## config.mk

```make
export PLATFORM = sky130hd
export DESIGN_NAME = lateop_adder
export DESIGN_NICKNAME = d
export VERILOG_FILES = /design/src/rtl/lateop_pkg.sv /design/src/rtl/lateop_bitgen.sv /design/src/rtl/lateop_ks_tree.sv /design/src/rtl/lateop_sumstage.sv /design/src/rtl/lateop_adder.sv
export SDC_FILE = /design/constraint.sdc
export NUM_CORES = 1
export LEC_CHECK = 0
export BUFFER_PORTS_ARGS = -buffer_cell sky130_fd_sc_hd__buf_4
export CAP_MARGIN = 20
export CORE_ASPECT_RATIO = 0.75
export CORE_UTILIZATION = 40
export DETAILED_ROUTE_END_ITERATION = 7
export PLACE_DENSITY_LB_ADDON = 0.08
export SYNTH_ARGS = -nofsm -noshare
export SYNTH_HDL_FRONTEND = slang
export SYNTH_HIERARCHICAL = 1
export SYNTH_SLANG_ARGS = --single-unit
```

## constraint.sdc

```tcl
create_clock -name vclk -period 3.5
set_input_delay 0.525 -clock vclk [all_inputs]
set_output_delay 0.525 -clock vclk [all_outputs]
set_load 0.02 [all_outputs]
```

## src/rtl/lateop_pkg.sv

```systemverilog
package lateop_pkg;
  typedef enum logic [1:0] {
    OP_ADD = 2'd0,
    OP_INC = 2'd1,
    OP_ABS = 2'd2,
    OP_ALT = 2'd3
  } op_e;
endpackage

```

## src/rtl/lateop_bitgen.sv

```systemverilog
// Per-bit generate, propagate and not-kill terms; B is inverted for difference.
module lateop_bitgen
  import lateop_pkg::*;
#(
  parameter int W = 16
) (
  input  logic [W-1:0] a_i,
  input  logic [W-1:0] b_i,
  input  logic         inv_b_i,
  output logic [W-1:0] g_o,
  output logic [W-1:0] p_o,
  output logic [W-1:0] nk_o
);
  logic [W-1:0] b_eff;

  always_comb begin
    b_eff = b_i ^ {W{inv_b_i}};
    g_o   = a_i & b_eff;
    p_o   = a_i ^ b_eff;
    nk_o  = a_i | b_eff;
  end
endmodule

```

## src/rtl/lateop_ks_tree.sv

```systemverilog
// Log-depth prefix tree with unit lateral fan-out; outputs groups (i:0).
module lateop_ks_tree #(
  parameter int W = 16
) (
  input  logic [W-1:0] g_i,
  input  logic [W-1:0] nk_i,
  output logic [W-1:0] grp_g_o,
  output logic [W-1:0] grp_nk_o
);
  localparam int LV = $clog2(W);

  logic [W-1:0] gl [0:LV];
  logic [W-1:0] nl [0:LV];

  assign gl[0] = g_i;
  assign nl[0] = nk_i;

  for (genvar l = 0; l < LV; l++) begin : g_lvl
    localparam int D = 1 << l;
    for (genvar i = 0; i < W; i++) begin : g_col
      if (i >= D) begin : g_cell
        assign gl[l+1][i] = gl[l][i] | (nl[l][i] & gl[l][i-D]);
        assign nl[l+1][i] = nl[l][i] & nl[l][i-D];
      end else begin : g_wire
        assign gl[l+1][i] = gl[l][i];
        assign nl[l+1][i] = nl[l][i];
      end
    end
  end

  assign grp_g_o  = gl[LV];
  assign grp_nk_o = nl[LV];
endmodule

```

## src/rtl/lateop_sumstage.sv

```systemverilog
// Late carry formation, conditional inversion and carry-out selection.
module lateop_sumstage
  import lateop_pkg::*;
#(
  parameter int W = 16
) (
  input  logic [W-1:0] p_i,
  input  logic [W-1:0] grp_g_i,
  input  logic [W-1:0] grp_nk_i,
  input  logic [1:0]   mode_i,
  input  logic         inc_i,
  output logic [W-1:0] sum_o,
  output logic         co_o
);
  logic [W-1:0] c_in;
  logic [W-1:0] nk_below;
  logic [W-1:0] late_c;
  logic         raw_co;
  logic         late_en;
  logic         flip;

  always_comb begin
    c_in     = {grp_g_i[W-2:0], 1'b0};
    nk_below = {grp_nk_i[W-2:0], 1'b1};
    raw_co   = grp_g_i[W-1];
    unique case (op_e'(mode_i))
      OP_INC:  late_en = inc_i;
      OP_ABS:  late_en = raw_co;
      default: late_en = 1'b0;
    endcase
    flip   = (op_e'(mode_i) == OP_ABS) & ~raw_co;
    late_c = c_in | ({W{late_en}} & nk_below);
    sum_o  = (p_i ^ late_c) ^ {W{flip}};
    if (op_e'(mode_i) == OP_INC) co_o = raw_co | (inc_i & grp_nk_i[W-1]);
    else                         co_o = raw_co;
  end
endmodule

```

## src/rtl/lateop_adder.sv

```systemverilog
module lateop_adder
  import lateop_pkg::*;
#(
  parameter int W = 16
) (
  input  logic [W-1:0] a_i,
  input  logic [W-1:0] b_i,
  input  logic         inc_i,
  input  logic [1:0]   mode_i,
  output logic [W-1:0] sum_o,
  output logic         co_o
);
  logic [W-1:0] g_w, p_w, nk_w;
  logic [W-1:0] grp_g, grp_nk;
  logic         inv_b;

  assign inv_b = (op_e'(mode_i) == OP_ABS);

  lateop_bitgen #(.W(W)) u_bitgen (
    .a_i(a_i), .b_i(b_i), .inv_b_i(inv_b),
    .g_o(g_w), .p_o(p_w), .nk_o(nk_w)
  );

  lateop_ks_tree #(.W(W)) u_tree (
    .g_i(g_w), .nk_i(nk_w),
    .grp_g_o(grp_g), .grp_nk_o(grp_nk)
  );

  lateop_sumstage #(.W(W)) u_sum (
    .p_i(p_w), .grp_g_i(grp_g), .grp_nk_i(grp_nk),
    .mode_i(mode_i), .inc_i(inc_i),
    .sum_o(sum_o), .co_o(co_o)
  );
endmodule

```

==> flow_results.org <==
** Detailed routing
- Residual antenna-violating net count after detailed routing :: 0
- Total routed wirelength :: 5260 um
- Dividing the detail-routed wire length by the instance count gives 12.9 um.
- Total via count in the routed design :: 1909
- In the routed design, unresolved DRC markers number 8.
- Drt first-iter violations :: 112
- Via/cell ratio :: 4.69
- The first TritonRoute pass finished after 6 iterations.

** Synthesis
- Of the total synthesized cell area, the portion taken by AND, OR, NAND and NOR gates is 11.3%.
- Of the synthesized area, sequential elements account for 0%.
- In the synthesized netlist, the number of instances is 245.
- Most common cell in the netlist :: sky130_fd_sc_hd__inv_1
- Area leader, netlist :: sky130_fd_sc_hd__ha_1
- Mean area per synthesized cell :: 8.29 um2
- Number of distinct library cells after synthesis :: 46
- In this run the biggest area consumer among cell types represents 20.9% of the synthesized area.
- Leading cell types by total area after synthesis :: sky130_fd_sc_hd__ha_1 (21%), sky130_fd_sc_hd__xnor2_1 (14%), sky130_fd_sc_hd__xor2_1 (9.1%), sky130_fd_sc_hd__xor2_2 (8.8%), sky130_fd_sc_hd__inv_1 (8.1%)
- The cell area that synthesis handed to floorplanning was 2030 um2.
- After Yosys synthesis, XOR and XNOR cells account for 31.7% of the synthesized area.
- Multiplexer share of the synthesized area :: 0%
- The number of nets handed over by synthesis was 314.
- Largest family of logic cells by synthesized area :: XOR/XNOR gates
- After Yosys synthesis, full adders, half adders and majority gates account for 20.9% of the synthesized area.
- After synthesis, the most frequently instantiated cells are sky130_fd_sc_hd__inv_1 (44), sky130_fd_sc_hd__ha_1 (34), sky130_fd_sc_hd__xnor2_1 (32).
- Area fraction in compound gates after synthesis :: 21.6%
- Yosys warnings :: 6

** Placement
- Post-detailed-placement half-perimeter wirelength :: 3950 um
- Placed Cells incl. Taps :: 393
- IO buf count :: 52
- Final weighted congestion in routability-driven placement :: 0.842
- Post-Place Setup Slack :: -0.267 ns

** Global routing
- The number of global-route vias before repair was 1888.
- Wire length of the first global-routing pass :: 9260 um
- For met1 alone, demand over resource in global routing was 30.8%.
- Number of antenna violations at the first check in global routing :: 0
- Entering global routing, the biggest net connects 17 pins.
- Global routing consumed, on the met3 layer, 0.393% of the routing resources.
- Peak-usage layer in the global routing report :: met2
- Global-route congestion overflow total :: 0
- In the global route stage, met2 resource usage came out at 36.9%.
- Global routing used 21.2% of the available tracks across all layers.

** Power
- Overall power consumption :: 0.905 mW
- Dividing total power by cell area gives a power density of 278 nW/um2.
- Summed over all cells, the static leakage comes to 1.62 nW.
- Maximum vdd drop :: 0.209 mV

** Setup path
- CP Max Fanout :: 8
- Type of origin of the critical path :: input port
- Critical path capture point type :: output port
- At the worst endpoint, the required time is 2.97 ns.
- The critical path is of the in -> out type.
- At the worst endpoint, the arrival time is 3.10 ns.
- In this run the worst setup path terminates at sum_o[9].
- Start point of the critical path :: mode_i[0]

** Timing
- Fmax :: 276 MHz
- The final hold violation count was 0.
- The worst pin sits at a relative slew slack of 48.6%.
- Setup Viol. Count Final :: 16
- The number of max-slew violations in the final report came to 0.
- Setup repair after global routing could not meet its margin everywhere.
- Worst setup slack after layout :: -0.123 ns
- Summed over all failing endpoints, the final setup total negative slack is -1.56 ns.
- Period utilization :: 104%
- For the finished layout, the period the worst path requires is 3.62 ns.
- At the pin with the least slew margin, the transition time is 0.770 ns.

** Floorplanning
- Die area :: 5370 um2
- The initial utilization of the core area, before any placement, comes to 41.5%.
- Core Region :: 4900 um2
- Die extent in y :: 63.7 um
- Die W :: 84.3 um
- Ports placed on the boundary :: 52
- Row generation in the floorplan step produced 22 rows.

** Worst hold path
- Launch instance of the worst min-delay path :: inc_i
- Path type of the worst min-delay path :: in -> out
- Worst hold path cell count :: 3

** Clock tree
- Hold Buf Count CTS :: 0

** Status
- Violated checks :: design-rule violations, negative setup slack
- Result of the run :: complete, but fails checks

** Final layout
- The final layout contains 418 nets.
- The layout has 0 clock buffers.
- Sequential Area :: 0 um2
- Cells with a size suffix above 1 make up 53.0% of the layout.
- For this run, the number of standard cells in the final layout without fillers is 407.
- Area added between synthesis and finish :: 59.9%
- 0 antenna diodes ended up in the layout.
- Sequential cell count :: 0

** Run
- Total of max-cap violations :: 0
timing repair:
item / 4_1_cts / 5_1_grt
endpoints found under the setup margin: 16 / 16
cloned: 3 / 0
setup buffers: 11 / 0
pin swaps: 8 / 8
resized for setup: 39 / 10
cells by family (layout without fill, tap and decap cells):
family	after synthesis	count (layout)
compound gates	52	53
xor+xnor	64	64
simple gates	40	40
buf+inv	55	156
fa+ha+maj	34	34
final cells by class:
| type | count | area [um2] |
|---|---|---|
| fill | 427 | 1650 |
| inverter | 45 | 170 |
| multi-input combinational | 191 | 2050 |
| tap | 60 | 75.1 |
| timing repair buffer | 111 | 957 |
per-stage QoR:
stage	utilization (%)	hold slack, ns	area [um2]
after global placement	57.8	1.43	2830
after detailed placement	57.8	1.41	2830
after global routing	66.3	1.46	3250
after floorplan	-	1.24	2110
after CTS	64.7	1.44	3170
final	66.3	1.44	3250
routing by layer:
layer	vias to the layer above	part of all wire [%]	wire length, um
li1	1000	-	-
met1	873	50	2640
met2	36	47	2450
met3	0	3.1	165
met4	0	0	0
met5	-	0	0
worst min path at each step:
stage	to	slack (ns)
6_report	co_o	1.44
3_3_place_gp	co_o	1.43
4_1_cts	co_o	1.44
3_5_place_dp	co_o	1.41
5_1_grt	co_o	1.46
2_1_floorplan	co_o	1.24
worst max-delay path, stage by stage:
cell and delay, ns:
sky130_fd_sc_hd__buf_8 0.10, sky130_fd_sc_hd__nor2b_4 0.22, sky130_fd_sc_hd__buf_12 0.16, sky130_fd_sc_hd__xnor2_2 0.11, sky130_fd_sc_hd__ha_2 0.19, sky130_fd_sc_hd__inv_2 0.04
sky130_fd_sc_hd__o21a_1 0.19, sky130_fd_sc_hd__o21ba_4 0.21, sky130_fd_sc_hd__a221oi_4 0.29, sky130_fd_sc_hd__o31ai_4 0.16, sky130_fd_sc_hd__a22o_4 0.32, sky130_fd_sc_hd__a31oi_2 0.26
sky130_fd_sc_hd__xnor2_2 0.15, sky130_fd_sc_hd__buf_4 0.16
cell usage in the layout (no fill, tap or decap), types with 2 or more instances in the layout:
| cell | synthesis | layout |
|---|---|---|
| sky130_fd_sc_hd__inv_1 | 44 | 42 |
| sky130_fd_sc_hd__xor2_2 | 11 | 11 |
| sky130_fd_sc_hd__a31oi_1 | 6 | 4 |
| sky130_fd_sc_hd__a21oi_1 | 10 | 6 |
| sky130_fd_sc_hd__o221ai_2 | 2 | 3 |
| sky130_fd_sc_hd__and3_1 | 2 | 2 |
| sky130_fd_sc_hd__o21bai_1 | 3 | 3 |
| sky130_fd_sc_hd__o21a_1 | 4 | 4 |
| sky130_fd_sc_hd__buf_4 | 3 | 98 |
| sky130_fd_sc_hd__a21o_1 | 2 | 2 |
| sky130_fd_sc_hd__and2_1 | 3 | 3 |
| sky130_fd_sc_hd__nand3_1 | 5 | 5 |
| sky130_fd_sc_hd__o21ai_0 | 4 | 4 |
| sky130_fd_sc_hd__buf_12 | 3 | 4 |
| sky130_fd_sc_hd__a21oi_2 | 1 | 5 |
| sky130_fd_sc_hd__xnor2_1 | 32 | 20 |
| sky130_fd_sc_hd__inv_2 | 0 | 2 |
| sky130_fd_sc_hd__a31oi_2 | 9 | 10 |
| sky130_fd_sc_hd__xor2_4 | 0 | 5 |
| sky130_fd_sc_hd__nor2_1 | 7 | 7 |
| sky130_fd_sc_hd__nand2_1 | 10 | 9 |
| sky130_fd_sc_hd__xor2_1 | 21 | 16 |
| sky130_fd_sc_hd__nor3_1 | 2 | 2 |
| sky130_fd_sc_hd__buf_6 | 2 | 5 |
| sky130_fd_sc_hd__buf_16 | 0 | 2 |
| sky130_fd_sc_hd__a22o_4 | 1 | 2 |
| sky130_fd_sc_hd__ha_2 | 0 | 6 |
| sky130_fd_sc_hd__ha_1 | 34 | 28 |
| sky130_fd_sc_hd__buf_8 | 1 | 2 |
| sky130_fd_sc_hd__xnor2_2 | 0 | 12 |
| sky130_fd_sc_hd__nor2b_4 | 1 | 2 |
power by group:
part           switching (mW)  internal [mW]
Sequential                  0              0
Clock                       0              0
Combinational           0.447          0.457
Total                   0.447          0.457
No activity file was read; power rests on OpenSTA's default activity.
